**config.mk**
```make
export PLATFORM = sky130hd
export DESIGN_NAME = combo_lock
export DESIGN_NICKNAME = d
export VERILOG_FILES = /design/src/rtl/lock_pkg.sv /design/src/rtl/lock_edge.sv /design/src/rtl/lock_seq.sv /design/src/rtl/lock_view.sv /design/src/rtl/combo_lock.sv
export SDC_FILE = /design/constraint.sdc
export NUM_CORES = 1
export LEC_CHECK = 0
export BUFFER_PORTS_ARGS = -buffer_cell sky130_fd_sc_hd__buf_2
export CORE_UTILIZATION = 59
export CTS_CLUSTER_DIAMETER = 120
export DETAILED_ROUTE_END_ITERATION = 10
export HOLD_SLACK_MARGIN = 0.12
export PLACE_DENSITY = 0.91
export SLEW_MARGIN = 25
export SYNTH_ARGS = -nofsm -noshare
export SYNTH_HDL_FRONTEND = slang
export SYNTH_HIERARCHICAL = 1
export SYNTH_SLANG_ARGS = --single-unit
```
**constraint.sdc**
```tcl
create_clock -name clk -period 3.6 [get_ports clk]
set_input_delay 0.18 -clock clk [delete_from_list [all_inputs] [get_ports clk]]
set_output_delay 0.18 -clock clk [all_outputs]
set_load 0.02 [all_outputs]
```
**src/rtl/lock_pkg.sv**
```systemverilog
package lock_pkg;
    typedef enum logic [2:0] {
        ST_IDLE,
        ST_STORE,
        ST_ENTER,
        ST_CHECK,
        ST_OPEN,
        ST_LOCK
    } lock_st_e;

    localparam int BTN_LEFT  = 0;
    localparam int BTN_RIGHT = 1;
    localparam int BTN_UP    = 2;
    localparam int BTN_DOWN  = 3;
    localparam int BTN_COUNT = 4;
    localparam int HEX_COUNT = 4;
endpackage

```
**src/rtl/lock_edge.sv**
```systemverilog
module lock_edge #(
    parameter int N = 4
) (
    input  logic         clk_i,
    input  logic         rst_i,
    input  logic [N-1:0] lvl_i,
    output logic [N-1:0] pulse_o
);
    typedef struct packed {
        logic [N-1:0] lvl;
        logic [N-1:0] hist;
    } edge_t;

    edge_t edge_d, edge_q;

    always_comb begin
        edge_d.lvl  = lvl_i;
        edge_d.hist = edge_q.lvl;
    end

    always_ff @(posedge clk_i or posedge rst_i) begin
        if (rst_i) edge_q <= '0;
        else       edge_q <= edge_d;
    end

    for (genvar b = 0; b < N; b++) begin : g_pulse
        assign pulse_o[b] = edge_q.lvl[b] & ~edge_q.hist[b];
    end
endmodule

```
**src/rtl/lock_seq.sv**
```systemverilog
module lock_seq
    import lock_pkg::*;
#(
    parameter int DIGIT_W  = 4,
    parameter int N_DIGITS = 3,
    parameter int MAX_FAIL = 3
) (
    input  logic                                clk_i,
    input  logic                                rst_i,
    input  logic [BTN_COUNT-1:0]                pulse_i,
    input  logic [DIGIT_W-1:0]                  sw_i,
    output lock_st_e                            st_o,
    output logic [$clog2(N_DIGITS)-1:0]         idx_o,
    output logic [$clog2(MAX_FAIL+1)-1:0]       fails_o
);
    localparam int SEC_W  = DIGIT_W * N_DIGITS;
    localparam int IDX_W  = $clog2(N_DIGITS);
    localparam int FAIL_W = $clog2(MAX_FAIL + 1);
    localparam logic [IDX_W-1:0]  LAST_IDX  = IDX_W'(N_DIGITS - 1);
    localparam logic [FAIL_W-1:0] FAIL_MAX  = FAIL_W'(MAX_FAIL);
    localparam logic [FAIL_W-1:0] FAIL_EDGE = FAIL_W'(MAX_FAIL - 1);

    typedef struct packed {
        lock_st_e            st;
        logic [IDX_W-1:0]    idx;
        logic [SEC_W-1:0]    cap;
        logic [SEC_W-1:0]    key;
        logic [FAIL_W-1:0]   fails;
    } seq_t;

    seq_t seq_d, seq_q;
    logic [SEC_W-1:0] shifted;
    logic p_left, p_right, p_up, p_down, at_last;

    assign p_left  = pulse_i[BTN_LEFT];
    assign p_right = pulse_i[BTN_RIGHT];
    assign p_up    = pulse_i[BTN_UP];
    assign p_down  = pulse_i[BTN_DOWN];
    assign shifted = {seq_q.cap[SEC_W-DIGIT_W-1:0], sw_i};
    assign at_last = (seq_q.idx == LAST_IDX);

    always_comb begin
        seq_d = seq_q;
        unique case (seq_q.st)
            ST_IDLE: begin
                if (p_left) begin
                    seq_d.st  = ST_STORE;
                    seq_d.idx = '0;
                    seq_d.cap = '0;
                end else if (p_up) begin
                    seq_d.st  = ST_ENTER;
                    seq_d.idx = '0;
                    seq_d.cap = '0;
                end
            end
            ST_STORE: begin
                if (!at_last && p_left) begin
                    seq_d.cap = shifted;
                    seq_d.idx = seq_q.idx + IDX_W'(1);
                end else if (at_last && p_right) begin
                    seq_d.key = shifted;
                    seq_d.st  = ST_IDLE;
                end
            end
            ST_ENTER: begin
                if (p_down) begin
                    seq_d.st = ST_IDLE;
                end else if (!at_last && p_left) begin
                    seq_d.cap = shifted;
                    seq_d.idx = seq_q.idx + IDX_W'(1);
                end else if (at_last && p_right) begin
                    seq_d.cap = shifted;
                    seq_d.st  = ST_CHECK;
                end
            end
            ST_CHECK: begin
                if (seq_q.cap == seq_q.key) begin
                    seq_d.st    = ST_OPEN;
                    seq_d.fails = '0;
                end else if (seq_q.fails >= FAIL_EDGE) begin
                    seq_d.st    = ST_LOCK;
                    seq_d.fails = FAIL_MAX;
                end else begin
                    seq_d.st    = ST_ENTER;
                    seq_d.fails = seq_q.fails + FAIL_W'(1);
                    seq_d.idx   = '0;
                    seq_d.cap   = '0;
                end
            end
            ST_OPEN: begin
                if (p_down) seq_d.st = ST_IDLE;
            end
            ST_LOCK: begin
                seq_d.st = ST_LOCK;
            end
            default: seq_d.st = ST_IDLE;
        endcase
    end

    always_ff @(posedge clk_i or posedge rst_i) begin
        if (rst_i) begin
            seq_q    <= '0;
            seq_q.st <= ST_IDLE;
        end else begin
            seq_q <= seq_d;
        end
    end

    assign st_o    = seq_q.st;
    assign idx_o   = seq_q.idx;
    assign fails_o = seq_q.fails;
endmodule

```
**src/rtl/lock_view.sv**
```systemverilog
module lock_view
    import lock_pkg::*;
#(
    parameter int DIGIT_W  = 4,
    parameter int N_DIGITS = 3,
    parameter int LED_W    = 16
) (
    input  lock_st_e                              st_i,
    input  logic [$clog2(N_DIGITS)-1:0]           idx_i,
    input  logic [DIGIT_W-1:0]                    sw_i,
    output logic [LED_W-1:0]                      led_o,
    output logic [HEX_COUNT-1:0][DIGIT_W-1:0]     hex_o
);
    localparam logic [LED_W-1:0] LED_IDLE  = LED_W'(1) << (LED_W - 1);
    localparam logic [LED_W-1:0] LED_ENTRY = LED_W'(N_DIGITS + 2);
    localparam logic [LED_W-1:0] LED_CHECK = LED_W'(2 * N_DIGITS + 2);

    logic entering, locked;

    always_comb begin
        entering = 1'b0;
        locked   = 1'b0;
        led_o    = '0;
        unique case (st_i)
            ST_IDLE:  led_o = LED_IDLE;
            ST_STORE: begin
                led_o    = LED_W'(idx_i) + LED_W'(1);
                entering = 1'b1;
            end
            ST_ENTER: begin
                led_o    = LED_W'(idx_i) + LED_ENTRY;
                entering = 1'b1;
            end
            ST_CHECK: led_o = LED_CHECK;
            ST_OPEN:  led_o = '1;
            ST_LOCK:  locked = 1'b1;
            default:  led_o = '0;
        endcase
    end

    for (genvar k = 0; k < HEX_COUNT; k++) begin : g_hex
        if (k == 0) begin : g_live
            assign hex_o[k] = locked ? '1 : (entering ? sw_i : '0);
        end else begin : g_fixed
            assign hex_o[k] = locked ? '1 : '0;
        end
    end
endmodule

```
**src/rtl/combo_lock.sv**
```systemverilog
module combo_lock
    import lock_pkg::*;
#(
    parameter int DIGIT_W  = 4,
    parameter int N_DIGITS = 3,
    parameter int MAX_FAIL = 3,
    parameter int LED_W    = 16
) (
    input  logic               clk,
    input  logic               rst_btn,
    input  logic               btn_left,
    input  logic               btn_right,
    input  logic               btn_up,
    input  logic               btn_down,
    input  logic [DIGIT_W-1:0] sw,
    output logic [LED_W-1:0]   led,
    output logic [DIGIT_W-1:0] hex0,
    output logic [DIGIT_W-1:0] hex1,
    output logic [DIGIT_W-1:0] hex2,
    output logic [DIGIT_W-1:0] hex3
);
    localparam int IDX_W  = $clog2(N_DIGITS);
    localparam int FAIL_W = $clog2(MAX_FAIL + 1);

    logic [BTN_COUNT-1:0]                btn_lvl;
    logic [BTN_COUNT-1:0]                pulse_w;
    lock_st_e                            st_w;
    logic [IDX_W-1:0]                    idx_w;
    logic [FAIL_W-1:0]                   fails_w;
    logic [HEX_COUNT-1:0][DIGIT_W-1:0]   hex_w;

    always_comb begin
        btn_lvl            = '0;
        btn_lvl[BTN_LEFT]  = btn_left;
        btn_lvl[BTN_RIGHT] = btn_right;
        btn_lvl[BTN_UP]    = btn_up;
        btn_lvl[BTN_DOWN]  = btn_down;
    end

    lock_edge #(.N(BTN_COUNT)) u_edge (
        .clk_i   (clk),
        .rst_i   (rst_btn),
        .lvl_i   (btn_lvl),
        .pulse_o (pulse_w)
    );

    lock_seq #(
        .DIGIT_W  (DIGIT_W),
        .N_DIGITS (N_DIGITS),
        .MAX_FAIL (MAX_FAIL)
    ) u_seq (
        .clk_i   (clk),
        .rst_i   (rst_btn),
        .pulse_i (pulse_w),
        .sw_i    (sw),
        .st_o    (st_w),
        .idx_o   (idx_w),
        .fails_o (fails_w)
    );

    lock_view #(
        .DIGIT_W  (DIGIT_W),
        .N_DIGITS (N_DIGITS),
        .LED_W    (LED_W)
    ) u_view (
        .st_i  (st_w),
        .idx_i (idx_w),
        .sw_i  (sw),
        .led_o (led),
        .hex_o (hex_w)
    );

    assign hex0 = hex_w[0];
    assign hex1 = hex_w[1];
    assign hex2 = hex_w[2];
    assign hex3 = hex_w[3];
endmodule

```
==> flow_summary.html <==
<table>
<tr><th>Metric</th><th>Value</th></tr>
<tr><th colspan="2">Power</th></tr>
<tr><td>Max VDD drop</td><td>362 uV</td></tr>
<tr><td>Lkg Pwr</td><td>0.00124 uW</td></tr>
<tr><td>Pwr dens</td><td>879 mW/mm2</td></tr>
<tr><th colspan="2">Detailed routing</th></tr>
<tr><td>Routed Antenna Nets</td><td>0</td></tr>
<tr><td>Total number of vias</td><td>1513</td></tr>
<tr><td>Number of remaining DRC errors</td><td>0</td></tr>
<tr><td>Vias per std cell</td><td>5.71</td></tr>
<tr><td>Total wire length</td><td>3930 um</td></tr>
<tr><td>Routed length per placed instance</td><td>14.8 um</td></tr>
<tr><td>Drt first pass iters</td><td>4</td></tr>
<tr><td>Count of routing violations after the opening detailed-route iteration</td><td>129</td></tr>
<tr><th colspan="2">Global routing</th></tr>
<tr><td>Pin count of the biggest net entering global routing</td><td>32</td></tr>
<tr><td>Met1 track demand over resource in global routing</td><td>27.0%</td></tr>
<tr><td>Wire length of the first global-routing pass</td><td>6430 um</td></tr>
<tr><td>GR Util met3</td><td>5.47%</td></tr>
<tr><td>Global-route layer with the greatest usage</td><td>met2</td></tr>
<tr><td>Number of global-route vias before repair</td><td>1359</td></tr>
<tr><td>Overall track demand over capacity in global routing</td><td>21.4%</td></tr>
<tr><td>GR Overflow Total</td><td>0</td></tr>
<tr><td>GR Layer Usage met2</td><td>34.4%</td></tr>
<tr><td>Antenna violations before repair</td><td>0</td></tr>
<tr><th colspan="2">Finish</th></tr>
<tr><td>Antenna diode instance count</td><td>0</td></tr>
<tr><td>Most frequent cells in the layout</td><td>sky130_fd_sc_hd__buf_2, sky130_fd_sc_hd__dfrtp_1, sky130_fd_sc_hd__xor2_1, sky130_fd_sc_hd__a22o_1, sky130_fd_sc_hd__nor2_1</td></tr>
<tr><td>Number of fillers in the final layout</td><td>251</td></tr>
<tr><td>Final-stage net count</td><td>230</td></tr>
<tr><td>Proportion of layout cells with a drive suffix above 1</td><td>32.4%</td></tr>
<tr><td>Area growth, synth to finish</td><td>8.46%</td></tr>
<tr><td>Final non-filler cell area</td><td>0.00237 mm2</td></tr>
<tr><td>Layout Utilization</td><td>69.0%</td></tr>
<tr><td>Commonest non-fill, non-tap cell in the layout</td><td>sky130_fd_sc_hd__buf_2</td></tr>
<tr><th colspan="2">STA</th></tr>
<tr><td>Max Clock Freq</td><td>0.458 GHz</td></tr>
<tr><td>Clock period minus worst slack</td><td>2.19 ns</td></tr>
<tr><td>Count of final max-slew check failures</td><td>0</td></tr>
<tr><td>Maximum clock skew at final layout</td><td>0.00704 ns</td></tr>
<tr><td>Worst-Margin Slew</td><td>0.667 ns</td></tr>
<tr><td>Setup repair after global routing missed its margin</td><td>no</td></tr>
<tr><td>Final hold vios</td><td>0</td></tr>
<tr><td>Slew Limit Headroom</td><td>55.5%</td></tr>
<tr><td>Period utilisation layout</td><td>60.7%</td></tr>
<tr><td>Setup violators final</td><td>0</td></tr>
<tr><td>Final TNS setup</td><td>0 ns</td></tr>
<tr><th colspan="2">Clock tree</th></tr>
<tr><td>CTS H-Tree Depth</td><td>2</td></tr>
<tr><td>Clk_lat worst skew</td><td>0.28 ns</td></tr>
<tr><td>Number of clock buffers inserted by TritonCTS</td><td>5</td></tr>
<tr><td>CTS tree</td><td>yes</td></tr>
<tr><td>Clock Root Buffer</td><td>sky130_fd_sc_hd__clkbuf_8</td></tr>
<tr><td>Clock Pin Slew Worst Setup and Hold Paths</td><td>0.08 ns</td></tr>
<tr><td>Number of buffers added for setup after CTS</td><td>0</td></tr>
<tr><td>Clock Path Buffers</td><td>2</td></tr>
<tr><td>Num Clock Sinks</td><td>39</td></tr>
<tr><th colspan="2">Worst setup path</th></tr>
<tr><td>Startpoint of the lowest-slack register-to-register path</td><td>u_seq/st_o[1]</td></tr>
<tr><td>Type of the worst setup path</td><td>flip-flop to flip-flop</td></tr>
<tr><td>Delay of the slowest critical-path stage</td><td>0.76 ns</td></tr>
<tr><td>Endpoint kind of the worst setup timing path</td><td>flip-flop</td></tr>
<tr><td>Count of buffering cells on the critical path with inverters included</td><td>0</td></tr>
<tr><td>Cell family with most CP delay</td><td>flip-flops</td></tr>
<tr><td>Slowest library cell on the worst path</td><td>sky130_fd_sc_hd__dfrtp_1</td></tr>
<tr><td>Crit path cell chain</td><td>nor2b_1 -&gt; a221oi_2 -&gt; o21ai_2 -&gt; nor2_2 -&gt; a22o_1</td></tr>
<tr><td>Start point of the critical path</td><td>u_seq/st_o[1]</td></tr>
<tr><td>Arrival time of the worst setup path</td><td>2.40 ns</td></tr>
<tr><td>Critical path launch point type</td><td>flip-flop</td></tr>
<tr><td>Worst EP required</td><td>3.82 ns</td></tr>
<tr><td>Maximum fanout along the worst path</td><td>20</td></tr>
<tr><td>R2r setup slk</td><td>1.41 ns</td></tr>
<tr><th colspan="2">Yosys</th></tr>
<tr><td>Net count of the mapped netlist</td><td>210</td></tr>
<tr><td>Syn Area/Cell</td><td>11.1 um2</td></tr>
<tr><td>Number of instances in the synthesized netlist</td><td>198</td></tr>
<tr><td>Warning count from the yosys run</td><td>6</td></tr>
<tr><td>Combined area of all synthesized cells</td><td>0.00219 mm2</td></tr>
<tr><th colspan="2">Floorplan</th></tr>
<tr><td>Chip Height</td><td>62.9 um</td></tr>
<tr><td>Top-level I/O count</td><td>42</td></tr>
<tr><td>Area of the core</td><td>0.00344 mm2</td></tr>
<tr><td>Total die area</td><td>0.00396 mm2</td></tr>
<tr><td>Die W</td><td>62.9 um</td></tr>
<tr><td>Starting Density</td><td>63.6%</td></tr>
<tr><td>Row count</td><td>21</td></tr>
<tr><th colspan="2">Placed design</th></tr>
<tr><td>HPWL after detailed placement</td><td>2680 um</td></tr>
<tr><td>Placed Instance Area</td><td>0.00221 mm2</td></tr>
<tr><td>Final Wtd Congestion</td><td>0.865</td></tr>
<tr><td>Number of I/O port buffers</td><td>41</td></tr>
<tr><th colspan="2">Job</th></tr>
<tr><td>Number of maximum-capacitance violations</td><td>0</td></tr>
<tr><th colspan="2">Min path</th></tr>
<tr><td>Hold Crit Start</td><td>sw[1]</td></tr>
<tr><td>Worst hold path type</td><td>input port to flip-flop</td></tr>
<tr><th colspan="2">Outcome</th></tr>
<tr><td>Result of the run</td><td>complete, no violations</td></tr>
</table>
## sequential cells by signal (all words and copies together) (netlist names)
register and count:
u_edge/edge_d 4, u_edge/edge_q 4, u_seq/fails_o 2, u_seq/idx_o 2, u_seq/seq_q 24, u_seq/st_o 3
## final timing paths
| kind | end | cells after the start |
|---|---|---|
| min reg2reg | u_edge/edge_q[2] | 0 |
| max in group asynchronous | u_seq/seq_q[9] | 4 |
| max | u_seq/seq_q[24] | 5 |
| min | u_seq/seq_q[15] | 2 |
| max reg2reg | u_seq/seq_q[24] | 5 |
| min in group asynchronous | u_edge/edge_q[3] | 3 |
## metrics by stage
step	hold slack (ns)	setup WS, ns	total power [uW]	std cells
4_1_cts	0.174	1.40	2080	265
5_1_grt	0.176	1.27	2220	265
3_3_place_gp	0.136	1.54	1670	252
6_report	0.182	1.41	2090	265
3_5_place_dp	0.144	1.52	1700	252
2_1_floorplan	-0.00434	1.79	1600	198
## timing repair
action,CTS,global route
endpoints found under the hold margin,43,0
gates resized for setup,0,0
setup endpoints to repair,0,0
hold buffers,5,0
## cell type report
cell class / instances / area, um2 / share of cell area, %
Sequential cell: 39 / 976 / 41.1
Multi-Input combinational cell: 117 / 930 / 39.2
Timing Repair Buffer: 47 / 263 / 11.1
Clock buffer: 6 / 82.6 / 3.48
Tap cell: 46 / 57.6 / 2.42
Clock inverter: 2 / 35.0 / 1.48
Inverter: 8 / 30.0 / 1.27
## worst register-to-register path: stages (launching register included)
cell and delay, ns:
sky130_fd_sc_hd__dfrtp_1 0.76, sky130_fd_sc_hd__nor2b_1 0.19, sky130_fd_sc_hd__a221oi_2 0.36, sky130_fd_sc_hd__o21ai_2 0.13, sky130_fd_sc_hd__nor2_2 0.44, sky130_fd_sc_hd__a22o_1 0.24
## power by group
part	internal [uW]	switching, uW
clock network	224	144
registers	551	176
logic	407	584
## routing by layer
metal / routed length, um / vias up / share of wire [%]
li1: - / 713 / -
met1: 1760 / 723 / 45
met2: 1910 / 71 / 49
met3: 201 / 6 / 5.1
met4: 53 / 0 / 1.4
met5: 0 / - / 0
(Power assumes the default switching activity.)
